[config.mk]
export PLATFORM = sky130hd
export DESIGN_NAME = cal_bcd_clock
export DESIGN_NICKNAME = d
export VERILOG_FILES = /design/src/rtl/rtc_cal_pkg.sv /design/src/rtl/cal_prescaler.sv /design/src/rtl/cal_time_unit.sv /design/src/rtl/cal_date_unit.sv /design/src/rtl/cal_bcd_clock.sv
export SDC_FILE = /design/constraint.sdc
export NUM_CORES = 1
export LEC_CHECK = 0
export ABC_AREA = 1
export CORE_MARGIN = 5
export CORE_UTILIZATION = 35
export DETAILED_ROUTE_END_ITERATION = 6
export DONT_BUFFER_PORTS = 1
export MAX_ROUTING_LAYER = met4
export PLACE_DENSITY_LB_ADDON = 0.15
export SYNTH_ARGS = -nofsm -noshare
export SYNTH_HDL_FRONTEND = slang
export SYNTH_HIERARCHICAL = 1
export SYNTH_SLANG_ARGS = --single-unit
[constraint.sdc]
create_clock -name clk -period 5.6 [get_ports clk]
set_input_delay 1.12 -clock clk [delete_from_list [all_inputs] [get_ports clk]]
set_output_delay 1.12 -clock clk [all_outputs]
set_load 0.01 [all_outputs]
[src/rtl/rtc_cal_pkg.sv]
package rtc_cal_pkg;

  localparam int BYTE_W = 8;

  typedef enum logic [2:0] {
    F_SEC  = 3'd0,
    F_MIN  = 3'd1,
    F_HOUR = 3'd2,
    F_WDAY = 3'd3,
    F_DATE = 3'd4,
    F_MON  = 3'd5,
    F_YEAR = 3'd6,
    F_NONE = 3'd7
  } field_e;

  typedef struct packed {
    logic [BYTE_W-1:0] value;
    logic              carry;
  } step_t;

  // Increment a packed BCD byte (no wrap handling beyond digit carry).
  function automatic logic [BYTE_W-1:0] bcd_inc(input logic [BYTE_W-1:0] v);
    if (v[3:0] == 4'd9) bcd_inc = {v[7:4] + 4'd1, 4'd0};
    else                bcd_inc = {v[7:4], v[3:0] + 4'd1};
  endfunction

  function automatic logic [6:0] bcd_to_bin(input logic [BYTE_W-1:0] v);
    bcd_to_bin = 7'(v[7:4]) * 7'd10 + 7'(v[3:0]);
  endfunction

  // Last day of the month, as BCD, for years 2000..2099.
  function automatic logic [BYTE_W-1:0] month_len(input logic [BYTE_W-1:0] mon,
                                                  input logic [BYTE_W-1:0] yr);
    logic [6:0] ybin;
    ybin = bcd_to_bin(yr);
    case (mon)
      8'h02:                     month_len = (ybin[1:0] == 2'b00) ? 8'h29 : 8'h28;
      8'h04, 8'h06, 8'h09, 8'h11: month_len = 8'h30;
      default:                   month_len = 8'h31;
    endcase
  endfunction

  // One step of the hour byte in either encoding; carry marks a new day.
  function automatic step_t hour_step(input logic [BYTE_W-1:0] hv);
    step_t r;
    logic [BYTE_W-1:0] low_inc;
    low_inc = bcd_inc({3'b000, hv[4:0]});
    if (hv[6]) begin
      if (hv[4:0] == 5'h11) begin
        r.value = {1'b0, 1'b1, ~hv[5], 5'h12};
        r.carry = hv[5];
      end else if (hv[4:0] == 5'h12) begin
        r.value = {1'b0, 1'b1, hv[5], 5'h01};
        r.carry = 1'b0;
      end else begin
        r.value = {1'b0, 1'b1, hv[5], low_inc[4:0]};
        r.carry = 1'b0;
      end
    end else begin
      if (hv == 8'h23) begin
        r.value = 8'h00;
        r.carry = 1'b1;
      end else begin
        r.value = bcd_inc(hv);
        r.carry = 1'b0;
      end
    end
    return r;
  endfunction

endpackage

[src/rtl/cal_prescaler.sv]
module cal_prescaler #(
  parameter int TICKS = 32768
) (
  input  logic clk,
  input  logic rst_n,
  input  logic run,
  input  logic clear,
  output logic tick
);
  localparam int CW = (TICKS > 2) ? $clog2(TICKS) : 1;
  localparam logic [CW-1:0] LAST = CW'(TICKS - 1);

  logic [CW-1:0] cnt;

  assign tick = run && !clear && (cnt == LAST);

  always_ff @(posedge clk or negedge rst_n) begin
    if (!rst_n)          cnt <= '0;
    else if (clear)      cnt <= '0;
    else if (tick)       cnt <= '0;
    else if (run)        cnt <= cnt + 1'b1;
  end
endmodule

[src/rtl/cal_time_unit.sv]
module cal_time_unit
  import rtc_cal_pkg::*;
(
  input  logic              clk,
  input  logic              rst_n,
  input  logic              tick,
  input  logic              wr_hit,
  input  field_e            wr_field,
  input  logic [BYTE_W-1:0] wr_data,
  output logic [BYTE_W-1:0] sec,
  output logic [BYTE_W-1:0] min,
  output logic [BYTE_W-1:0] hour,
  output logic              sec_carry,
  output logic              min_carry,
  output logic              day_carry
);
  step_t hnext;

  assign hnext     = hour_step(hour);
  assign sec_carry = tick && (sec == 8'h59);
  assign min_carry = sec_carry && (min == 8'h59);
  assign day_carry = min_carry && hnext.carry;

  always_ff @(posedge clk or negedge rst_n) begin
    if (!rst_n) begin
      sec  <= 8'h00;
      min  <= 8'h00;
      hour <= 8'h00;
    end else begin
      if (wr_hit && wr_field == F_SEC)  sec <= wr_data;
      else if (tick)                    sec <= sec_carry ? 8'h00 : bcd_inc(sec);

      if (wr_hit && wr_field == F_MIN)  min <= wr_data;
      else if (sec_carry)               min <= min_carry ? 8'h00 : bcd_inc(min);

      if (wr_hit && wr_field == F_HOUR) hour <= wr_data;
      else if (min_carry)               hour <= hnext.value;
    end
  end
endmodule

[src/rtl/cal_date_unit.sv]
module cal_date_unit
  import rtc_cal_pkg::*;
(
  input  logic              clk,
  input  logic              rst_n,
  input  logic              day_carry,
  input  logic              wr_hit,
  input  field_e            wr_field,
  input  logic [BYTE_W-1:0] wr_data,
  output logic [BYTE_W-1:0] wday,
  output logic [BYTE_W-1:0] date,
  output logic [BYTE_W-1:0] month,
  output logic [BYTE_W-1:0] year,
  output logic              date_carry,
  output logic              month_carry
);
  logic [BYTE_W-1:0] last_day;

  assign last_day    = month_len(month, year);
  assign date_carry  = day_carry && (date == last_day);
  assign month_carry = date_carry && (month == 8'h12);

  always_ff @(posedge clk or negedge rst_n) begin
    if (!rst_n) begin
      wday  <= 8'h01;
      date  <= 8'h01;
      month <= 8'h01;
      year  <= 8'h00;
    end else begin
      if (wr_hit && wr_field == F_WDAY) wday <= wr_data;
      else if (day_carry)               wday <= (wday == 8'h07) ? 8'h01 : bcd_inc(wday);

      if (wr_hit && wr_field == F_DATE) date <= wr_data;
      else if (day_carry)               date <= date_carry ? 8'h01 : bcd_inc(date);

      if (wr_hit && wr_field == F_MON)  month <= wr_data;
      else if (date_carry)              month <= month_carry ? 8'h01 : bcd_inc(month);

      if (wr_hit && wr_field == F_YEAR) year <= wr_data;
      else if (month_carry)             year <= (year == 8'h99) ? 8'h00 : bcd_inc(year);
    end
  end
endmodule

[src/rtl/cal_bcd_clock.sv]
module cal_bcd_clock
  import rtc_cal_pkg::*;
#(
  parameter int TICKS_PER_SEC = 32768
) (
  input  logic       clk,
  input  logic       rst_n,
  input  logic       osc_off,
  input  logic       wr_en,
  input  logic [2:0] wr_sel,
  input  logic [7:0] wr_data,
  output logic [7:0] sec_o,
  output logic [7:0] min_o,
  output logic [7:0] hour_o,
  output logic [7:0] wday_o,
  output logic [7:0] date_o,
  output logic [7:0] month_o,
  output logic [7:0] year_o
);
  field_e wr_field;
  logic   write_hit;
  logic   tick;
  logic   sec_carry, min_carry, day_carry, date_carry, month_carry;

  assign wr_field  = field_e'(wr_sel);
  assign write_hit = wr_en && (wr_field != F_NONE);

  cal_prescaler #(.TICKS(TICKS_PER_SEC)) u_pre (
    .clk   (clk),
    .rst_n (rst_n),
    .run   (!osc_off),
    .clear (write_hit),
    .tick  (tick)
  );

  cal_time_unit u_time (
    .clk       (clk),
    .rst_n     (rst_n),
    .tick      (tick),
    .wr_hit    (write_hit),
    .wr_field  (wr_field),
    .wr_data   (wr_data),
    .sec       (sec_o),
    .min       (min_o),
    .hour      (hour_o),
    .sec_carry (sec_carry),
    .min_carry (min_carry),
    .day_carry (day_carry)
  );

  cal_date_unit u_date (
    .clk         (clk),
    .rst_n       (rst_n),
    .day_carry   (day_carry),
    .wr_hit      (write_hit),
    .wr_field    (wr_field),
    .wr_data     (wr_data),
    .wday        (wday_o),
    .date        (date_o),
    .month       (month_o),
    .year        (year_o),
    .date_carry  (date_carry),
    .month_carry (month_carry)
  );
endmodule

Word-level counts from Yosys, hierarchy flattened
Cells that the tools add are included.
- register bits: 71
- bits in latches: 0
- RAM bits: 0
- memory bits (read-only): 0
- input bits: 15
- word-level logic and storage cells: 148
- memories kept: 0
- $add $sub $neg: 17
- multipliers: 1
- div/mod/pow operators: 0
- order comparisons: 0
- equality and inequality tests: 32
- shift operators: 0
- multiplexer cells: 37
- bitwise gates (word level): 1
- reduce and logical (&&, ||, !) cells: 43
- operators by type and width (cell ; count):
    2-to-1 mux 8 bit ; 27
    adder 4 x 1 -> 4 bit, second input constant ; 14
    2-to-1 mux 15 bit ; 3
    == test 4 bit, second input constant ; 7
    2-to-1 mux 9 bit ; 3
    == test 8 x 3 -> 1 bit, second input constant ; 3
    nonzero test 3 bit ; 6
    == test 8 x 5 -> 1 bit, second input constant ; 2
    == test 8 x 7 -> 1 bit, second input constant ; 2
    case mux 8 bit (2 select lines) ; 1
    adder 15 x 1 -> 15 bit, second input constant ; 1
    == test 15 bit, second input constant ; 1
    logical AND 1 bit ; 15
    AND reduction 2 bit ; 7
    nonzero test 2 bit ; 7
    == test 5 bit, second input constant ; 2
    == test 3 bit, second input constant ; 3
    == test 8 x 2 -> 1 bit, second input constant ; 1
    == test 8 x 4 -> 1 bit, second input constant ; 1
    == test 8 x 6 -> 1 bit, second input constant ; 1
    == test 8 bit ; 1
    == test 8 bit, second input constant ; 1
    == test 3 x 2 -> 1 bit, second input constant ; 2
    2-to-1 mux 6 bit ; 1
    other kinds (16) ; 19

Logic depth before layout (Yosys ltp)
Gate-level depths: netlist of the first run.
- depth after elaboration: 13
- mapped depth: 19
- depth with buffers taken out: 19

Hierarchy
Netlist of the first run, hierarchy kept.
- modules (own cells, without submodules) (module ; times used ; cells an instance ; area each (um^2) ; seq. area each (um^2)):
    cal_date_unit ; 1 ; 315 ; 2313.5 ; 804.5
    cal_time_unit ; 1 ; 247 ; 1805.5 ; 600.6
    cal_prescaler ; 1 ; 123 ; 974.7 ; 375.4
    cal_bcd_clock ; 1 ; 4 ; 16.3 ; 0.0

Worst setup path after synthesis of the first run
No wires, ideal clock.
- path kind: input -> register
- from: input port wr_sel[2]
- to: register u_date.year[4]
- library setup time: 123 ps
- data arrival time: 3128 ps
- data required time: 5477 ps
- slack: 2349 ps
- stages on the path: 17
- path through: nand3_1 -> nand2_1 -> inv_1 -> nor3_1 -> nand4_1 -> nor2_4 -> nand2_4 -> a21oi_1 -> nand4_1 -> nor2_1 -> nand3_1 -> nor2_2 -> nand3_2 -> nand2_4 -> nand2_4 -> nand2_1 -> o21ai_2
- cells in the longest elaborated chain, start to end: 12
- elaborated cells on any way between the ends: 16
- classes of those cells: eq/ne (2); mux (1); reduce/logical (13)
- RTL lines (element ; RTL line ; source):
    start, declared ; cal_bcd_clock.sv:10 ; input logic [2:0] wr_sel,
    != test 3 bit ; cal_bcd_clock.sv:26 ; assign write_hit = wr_en && (wr_field != F_NONE);
    logical AND 1 bit ; cal_bcd_clock.sv:26 ;
    named net write_hit ; cal_bcd_clock.sv:21 ; logic write_hit;
    logical NOT 1 bit ; cal_prescaler.sv:15 ; assign tick = run && !clear && (cnt == LAST);
    logical AND 1 bit (2 in a row) ; cal_prescaler.sv:15 ;
    named net tick ; cal_bcd_clock.sv:22 ; logic tick;
    logical AND 1 bit ; cal_time_unit.sv:20 ; assign sec_carry = tick && (sec == 8'h59);
    named net sec_carry ; cal_bcd_clock.sv:23 ; logic sec_carry, min_carry, day_carry, date_carry, month_carry;
    logical AND 1 bit ; cal_time_unit.sv:21 ; assign min_carry = sec_carry && (min == 8'h59);
    logical AND 1 bit ; cal_time_unit.sv:22 ; assign day_carry = min_carry && hnext.carry;
    named net day_carry ; cal_bcd_clock.sv:23 ;
    logical AND 1 bit ; cal_date_unit.sv:20 ; assign date_carry = day_carry && (date == last_day);
    logical AND 1 bit ; cal_date_unit.sv:21 ; assign month_carry = date_carry && (month == 8'h12);
    nonzero test 2 bit (no source line) ; n/a ;
    AND reduction 2 bit (no source line) ; n/a ;
    end signal, assigned ; cal_date_unit.sv:39 ; if (wr_hit && wr_field == F_YEAR) year <= wr_data;
    end signal, assigned ; cal_date_unit.sv:40 ; else if (month_carry) year <= (year == 8'h99) ? 8'h00 : bcd_inc(year);
    end, declared ; cal_date_unit.sv:13 ; output logic [BYTE_W-1:0] year,
The timed path passes the listed nets, and every way through them passes these cells.
A chain may end at the register's enable or synchronous reset.

Final worst setup path of the first run
- from: register u_pre.cnt[0]
- to: register u_date.month[5]
- cells in the longest elaborated chain, start to end: 10
- elaborated cells on any way between the ends: 13
- classes of those cells: eq/ne (1); mux (3); reduce/logical (9)
- RTL lines (element ; RTL line ; source):
    start, declared ; cal_prescaler.sv:13 ; logic [CW-1:0] cnt;
    start signal, assigned ; cal_prescaler.sv:21 ; else if (run) cnt <= cnt + 1'b1;
    == test 15 bit (*) ; cal_prescaler.sv:15 ;
    logical AND 1 bit (*) ; cal_prescaler.sv:15 ;
    named net tick ; cal_bcd_clock.sv:22 ;
    logical AND 1 bit (*) ; cal_time_unit.sv:20 ;
    named net sec_carry ; cal_bcd_clock.sv:23 ;
    logical AND 1 bit (*) ; cal_time_unit.sv:21 ;
    logical AND 1 bit (*) ; cal_time_unit.sv:22 ;
    named net day_carry ; cal_bcd_clock.sv:23 ;
    logical AND 1 bit (*) ; cal_date_unit.sv:20 ;
    logical AND 1 bit ; cal_date_unit.sv:21 ;
    2-to-1 mux 8 bit (2 in a row) ; cal_date_unit.sv:37 ; else if (date_carry) month <= month_carry ? 8'h01 : bcd_inc(month);
    2-to-1 mux 8 bit ; cal_date_unit.sv:36 ; if (wr_hit && wr_field == F_MON) month <= wr_data;
    end signal, assigned ; cal_date_unit.sv:36 ;
    end signal, assigned ; cal_date_unit.sv:37 ;
    end, declared ; cal_date_unit.sv:12 ; output logic [BYTE_W-1:0] month,
The timed path passes the listed nets; every way through them passes the cells marked *. The select of a mux whose other input is x is not followed.

==> flow_summary.toml, run 1 <==
[critical_path]
cp_max_fo = 11
critPathLaunchType = "flip-flop"
required_ns = 5.83
critPathKind = "reg2reg"
cp-end-kind = "flip-flop"
critPathArrivalTime_ns = 3.79

[timing]
fin_worst_skew_ns = 0.00622
fin_crit_ns = 3.55
fmax_mhz = 282
fin_crit_sh = 0.634
tns_ns = 0
report.final.slew_viol_count = 0
final_hold_viol_count = 0
slew_headroom = 0.492
rsz0062_at_grt = "false"
setup_viol = 0
worstMarginPinSlew_ns = 0.753

[power_and_ir_drop]
power_density_nw_per_um2 = 321
leakagePower_nw = 2.76
vdd_drop_max_uv = 165

[clocking]
cts_tree = "done"
clk_pin_slew_ns = 0.06
cts_hold_buf = 0
clkSinkCount = 71
ctsHtreeMaxLevel = 3
insertion_delay_ns = 0.34
clock_path_buffers = 2
cts_buffers = 9
post_cts_buffers = 0
cts_root_buf = "clkbuf_16"
postCtsResizedCells = 0

[die]
rows = 44
core_sq_um = 14400
dieArea_sq_um = 17100
ios = 71
die_y_um = 131
die_w_um = 131
initial_core_util = 0.354

[worst_hold_path]
hold_path.class = "in2async"

[grt]
first_global_vias = 4440
antenna_found_initial = 0
grt_remaining_overflow = 0
grt.total_usage = 0.177
grt_max_degree = 72
grt_pass1_wl_mm = 22.9

[synthesis]
syn_area_per_cell_sq_um = 7.42
ys.warnings.count = 6
synth_area_sq_um = 5110
syn_inst = 688
syn-num-nets = 726

[routing]
drc = 0
drt_first_iter_violations = 320
post_drt_wl_per_cell_um = 15.9
ant_nets = 0
via_per_inst = 5.15
vias = 4546
first_pass_iters = 5
finalWirelength_mm = 14.0

[job]
maxCapViolCount = 0

[finish]
final_layout_size_suffix_gt1_frac = 0.124
layout.nets = 732
final_cell_area_sq_um = 5620
syn2layout_area_growth_pct = 10.1
diodes = 0
stdcell_count = 883

[placed_design]
io_buffers = 0
hpwl_mm = 10.5
place_area_sq_um = 5290
gp_congestion = 0.856
placed_cells = 867

[run_status]
outcome = "finished, final reports clean"
==> critical path, stage by stage, from the launching register on <==
cell	delay, ns
dfrtp_1	0.40
ha_1	0.22
nand2_1	0.10
nor2_2	0.19
nand4_4	0.19
nor3_1	0.38
nand4_1	0.25
nor2_4	0.15
nand2_4	0.10
a21oi_1	0.31
nand4_1	0.14
nor2_1	0.13
nand3_1	0.10
nor2_2	0.16
nand2_2	0.14
nand2_2	0.19
nand2_1	0.15
nand2_1	0.08
nand2_1	0.05
==> cell usage in the layout (no fill, tap or decap), types with 13 or more instances in the layout <==
cell type  count
ha_1          23
nand2_1      186
o21ai_1       13
xor2_1        16
nand3_1       49
a21oi_1       19
inv_1         81
o21ai_0       33
nand4_1       15
dfrtp_1       68
nor2_1        53
==> flip-flops by register name, indices dropped and copies added, names as in the netlist <==
register      flops
u_date/date       8
u_date/month      8
u_date/wday       8
u_date/year       8
u_pre/cnt        15
u_time/hour       8
u_time/min        8
u_time/sec        8
==> power by group <==
part / switching [W] / internal, W
combinational: 0.000220 / 0.000155
sequential: 0.000194 / 0.000604
clock: 0.000226 / 0.000405
==> routing by layer <==
| metal | up-vias | track usage | wire, um |
|---|---|---|---|
| met3 | 28 | 0.0533 | 1050 |
| met1 | 2111 | 0.216 | 6160 |
| li1 | 2280 | - | - |
| met4 | 0 | 0.0786 | 380 |
| met2 | 127 | 0.272 | 6440 |
| met5 | - | - | 0 |
==> layout make-up <==
| type | instances | area [sq um] |
|---|---|---|
| well taps | 184 | 230 |
| repair buffers | 1 | 7.51 |
| multi-input cells | 519 | 2930 |
| inverters | 92 | 347 |
| fillers | 1517 | 8800 |
| flip-flops and latches | 71 | 1780 |
| clock inverters | 2 | 35.0 |
| clock buffers | 14 | 294 |
==> metrics by stage <==
stage	utilization	hold slack, ns	power [W]	setup WS [ns]
3_3_place_gp	0.367	0.493	0.00118	1.96
3_5_place_dp	0.367	0.493	0.00119	1.82
2_1_floorplan	-	0.471	0.00107	2.36
5_1_grt	0.390	0.454	0.00193	1.71
4_1_cts	0.390	0.456	0.00183	2.06
6_report	0.390	0.467	0.00180	2.05
==> path summary, 6_finish.rpt <==
check | start | endpoint | slack (ns) | depth (start not counted)
worst min-delay path | rst_n | u_time/hour[2] | 0.47 | 0
worst min register to register | u_pre/cnt[14] | u_pre/cnt[14] | 0.51 | 2
min in group clk | u_pre/cnt[14] | u_pre/cnt[14] | 0.51 | 2
max in group asynchronous | rst_n | u_date/date[0] | 4.94 | 0
worst max-delay path | u_pre/cnt[0] | u_date/month[5] | 2.05 | 18
worst max register to register | u_pre/cnt[0] | u_date/month[5] | 2.05 | 18
Note: power is estimated with default switching activity, not from simulation.
==> inputs of run 2 (changes only) <==
==> constraint.sdc (replaced) <==
create_clock -name clk -period 2.9 [get_ports clk]
set_input_delay 0.58 -clock clk [delete_from_list [all_inputs] [get_ports clk]]
set_output_delay 0.58 -clock clk [all_outputs]
set_load 0.01 [all_outputs]
==> run 2 against run 1 <==
  * Critical path depth did not move
  * Cell count is 2.9% higher
  * Register-to-register slack got worse by 1.9 ns
  * Critical path type unchanged
  * Die area did not move
  * Global-route usage grew 0.28 points
  * First-iteration DRC count fell by 23%
  * Setup slack worse by 1.9 ns
==> flow_summary.toml, run 2 (synthesis gave the netlist of run 1 again) <==
[placed_design]
hpwl_mm = 10.7
place_area_sq_um = 5440
placed_cells = 887
io_buffers = 0
gp_congestion = 0.902

[die]
dieArea_sq_um = 17100
ios = 71
die_y_um = 131
core_sq_um = 14400
rows = 44
die_w_um = 131
initial_core_util = 0.354

[finish]
largest_reg_flops = 15
final_common_cell = "nand2_1"
layout_common_cells = "nand2_1 (176), inv_1 (81), dfrtp_1 (68)"
layout.nets = 759
regMostFlops = "u_pre/cnt"
final_core_util = 0.410
final_layout_size_suffix_gt1_frac = 0.179
stdcell_count = 909
final_cell_area_sq_um = 5920
diodes = 0
syn2layout_area_growth_pct = 15.9

[critical_path]
critPathLaunchType = "flip-flop"
cp_max_fo = 8
rr_endpoint = "u_date/year[4]"
critPathArrivalTime_ns = 3.00
r2r_cells = 18
crit_slowest_cell = "dfrtp_1"
r2r_slack_ns = 0.13
regToRegStartpoint = "u_pre/cnt[0]"
cp_cell_sequence = "ha_2 > nand2_2 > nor2_4 > nand4_4 > nor3_4 > nand4_1 > nor2_4 > nand2_4 > a21oi_4 > nand4_1 > nor2_1 > nand3_1 > nor2_4 > nand3_4 > nand2_4 > nand2_8 > nand2_1 > o21ai_2"
cp-end-kind = "flip-flop"
required_ns = 3.13
slowest_delay_ns = 0.35
crit_top_cell = "nor2_4"
critPathKind = "reg2reg"

[job]
maxCapViolCount = 0

[grt]
grt_max_degree = 69
grt.total_usage = 0.180
grt_pass1_wl_mm = 23.1
grt_remaining_overflow = 0
first_global_vias = 4495
antenna_found_initial = 0

[power_and_ir_drop]
power_switching_w = 0.00127
p_int_w = 0.00209
swShare = 0.378
clockPowerShare = 0.302
leakagePower_nw = 2.89
power_density_nw_per_um2 = 567
vdd_drop_max_uv = 263
seqPwrFrac = 0.456
p_comb_frac = 0.241

[timing]
slew_headroom = 0.316
report.final.slew_viol_count = 0
fin_worst_skew_ns = 0.0102
fin_crit_ns = 2.77
worstMarginPinSlew_ns = 1.02
rsz0062_at_grt = "true"
tns_ns = 0
fmax_mhz = 360
setup_viol = 0
final_hold_viol_count = 0
fin_crit_sh = 0.957

[routing]
vias = 4642
via_per_inst = 5.11
first_pass_iters = 5
finalWirelength_mm = 14.4
drt_first_iter_violations = 246
drc = 0
post_drt_wl_per_cell_um = 15.9
ant_nets = 0

[worst_hold_path]
hold_path.class = "in2async"

[clocking]
cts_buffers = 9
ctsHtreeMaxLevel = 3
clk_pin_slew_ns = 0.06
clock_path_buffers = 2
cts_tree = "done"
insertion_delay_ns = 0.34
cts_root_buf = "clkbuf_16"
clkSinkCount = 71

[run_status]
outcome = "finished, final reports clean"
==> run 2: cell count changes in the layout (fill, tap and decap cells not counted), sizes merged <==
| cell | previous run | this run |
|---|---|---|
| buf | 1 | 28 |
| clkinv | 3 | 4 |
| bufinv | 1 | 0 |
| clkbuf | 14 | 13 |
==> run 2: final cells by class <==
type	instances	area, sq um
flip-flops and latches	71	1780
clock inverters	2	10.0
repair buffers	28	238
clock buffers	13	250
inverters	92	349
well taps	184	230
multi-input cells	519	3060
fillers	1459	8510
==> run 2: how the worst max path moves through the flow <==
stage                      start               to  slack, ns  cells past startpoint
global placement    u_pre/cnt[0]  u_date/month[7]       0.06                     18
finish              u_pre/cnt[0]   u_date/year[4]       0.13                     18
global route        u_pre/cnt[0]  u_date/month[5]      -0.07                     18
floorplan           u_pre/cnt[0]   u_date/year[4]       0.01                     18
CTS                 u_pre/cnt[0]  u_date/month[3]      0.002                     17
detailed placement  u_pre/cnt[0]  u_date/month[7]      -0.05                     18
==> run 2: routing by layer <==
layer / wire [um] / share of wire / track usage / vias to the layer above
li1: - / - / - / 2324
met1: 6240 / 0.43 / 0.220 / 2181
met2: 6590 / 0.46 / 0.272 / 117
met3: 1220 / 0.085 / 0.0720 / 20
met4: 387 / 0.027 / 0.0587 / 0
met5: 0 / 0 / - / -
==> run 2: timing repair <==
item                                   CTS  global route
pin swaps                                0            23
setup buffers                            0             6
setup endpoints to repair               15            30
gates resized for setup                  1            35
hold buffers                             1             0
endpoints found under the hold margin   68             0
==> run 2: power by group through the flow <==
stage               clock network [W]  logic (W)  registers (W)
finish                        0.00101   0.000810        0.00153
floorplan                           0   0.000615        0.00145
global route                  0.00109   0.000932        0.00157
detailed placement                  0   0.000751        0.00155
global placement                    0   0.000742        0.00155
CTS                           0.00106   0.000782        0.00154
==> run 2: worst max-delay path, delay by kind of cell, from the launching register on <==
kind | cells | cell delay, ns
compound gates | 2 | 0.19
fa+ha+maj | 1 | 0.19
flops | 1 | 0.35
simple gates | 15 | 1.93
==> run 2: per-stage QoR <==
step                      hold WS [ns]  setup slack [ns]  power, W
final                           0.0827             0.125   0.00336
after floorplan                  0.284            0.0149   0.00207
after global routing            0.0571           -0.0658   0.00359
after detailed placement         0.287           -0.0526   0.00231
after CTS                       0.0629           0.00163   0.00338
after global placement           0.287            0.0561   0.00229
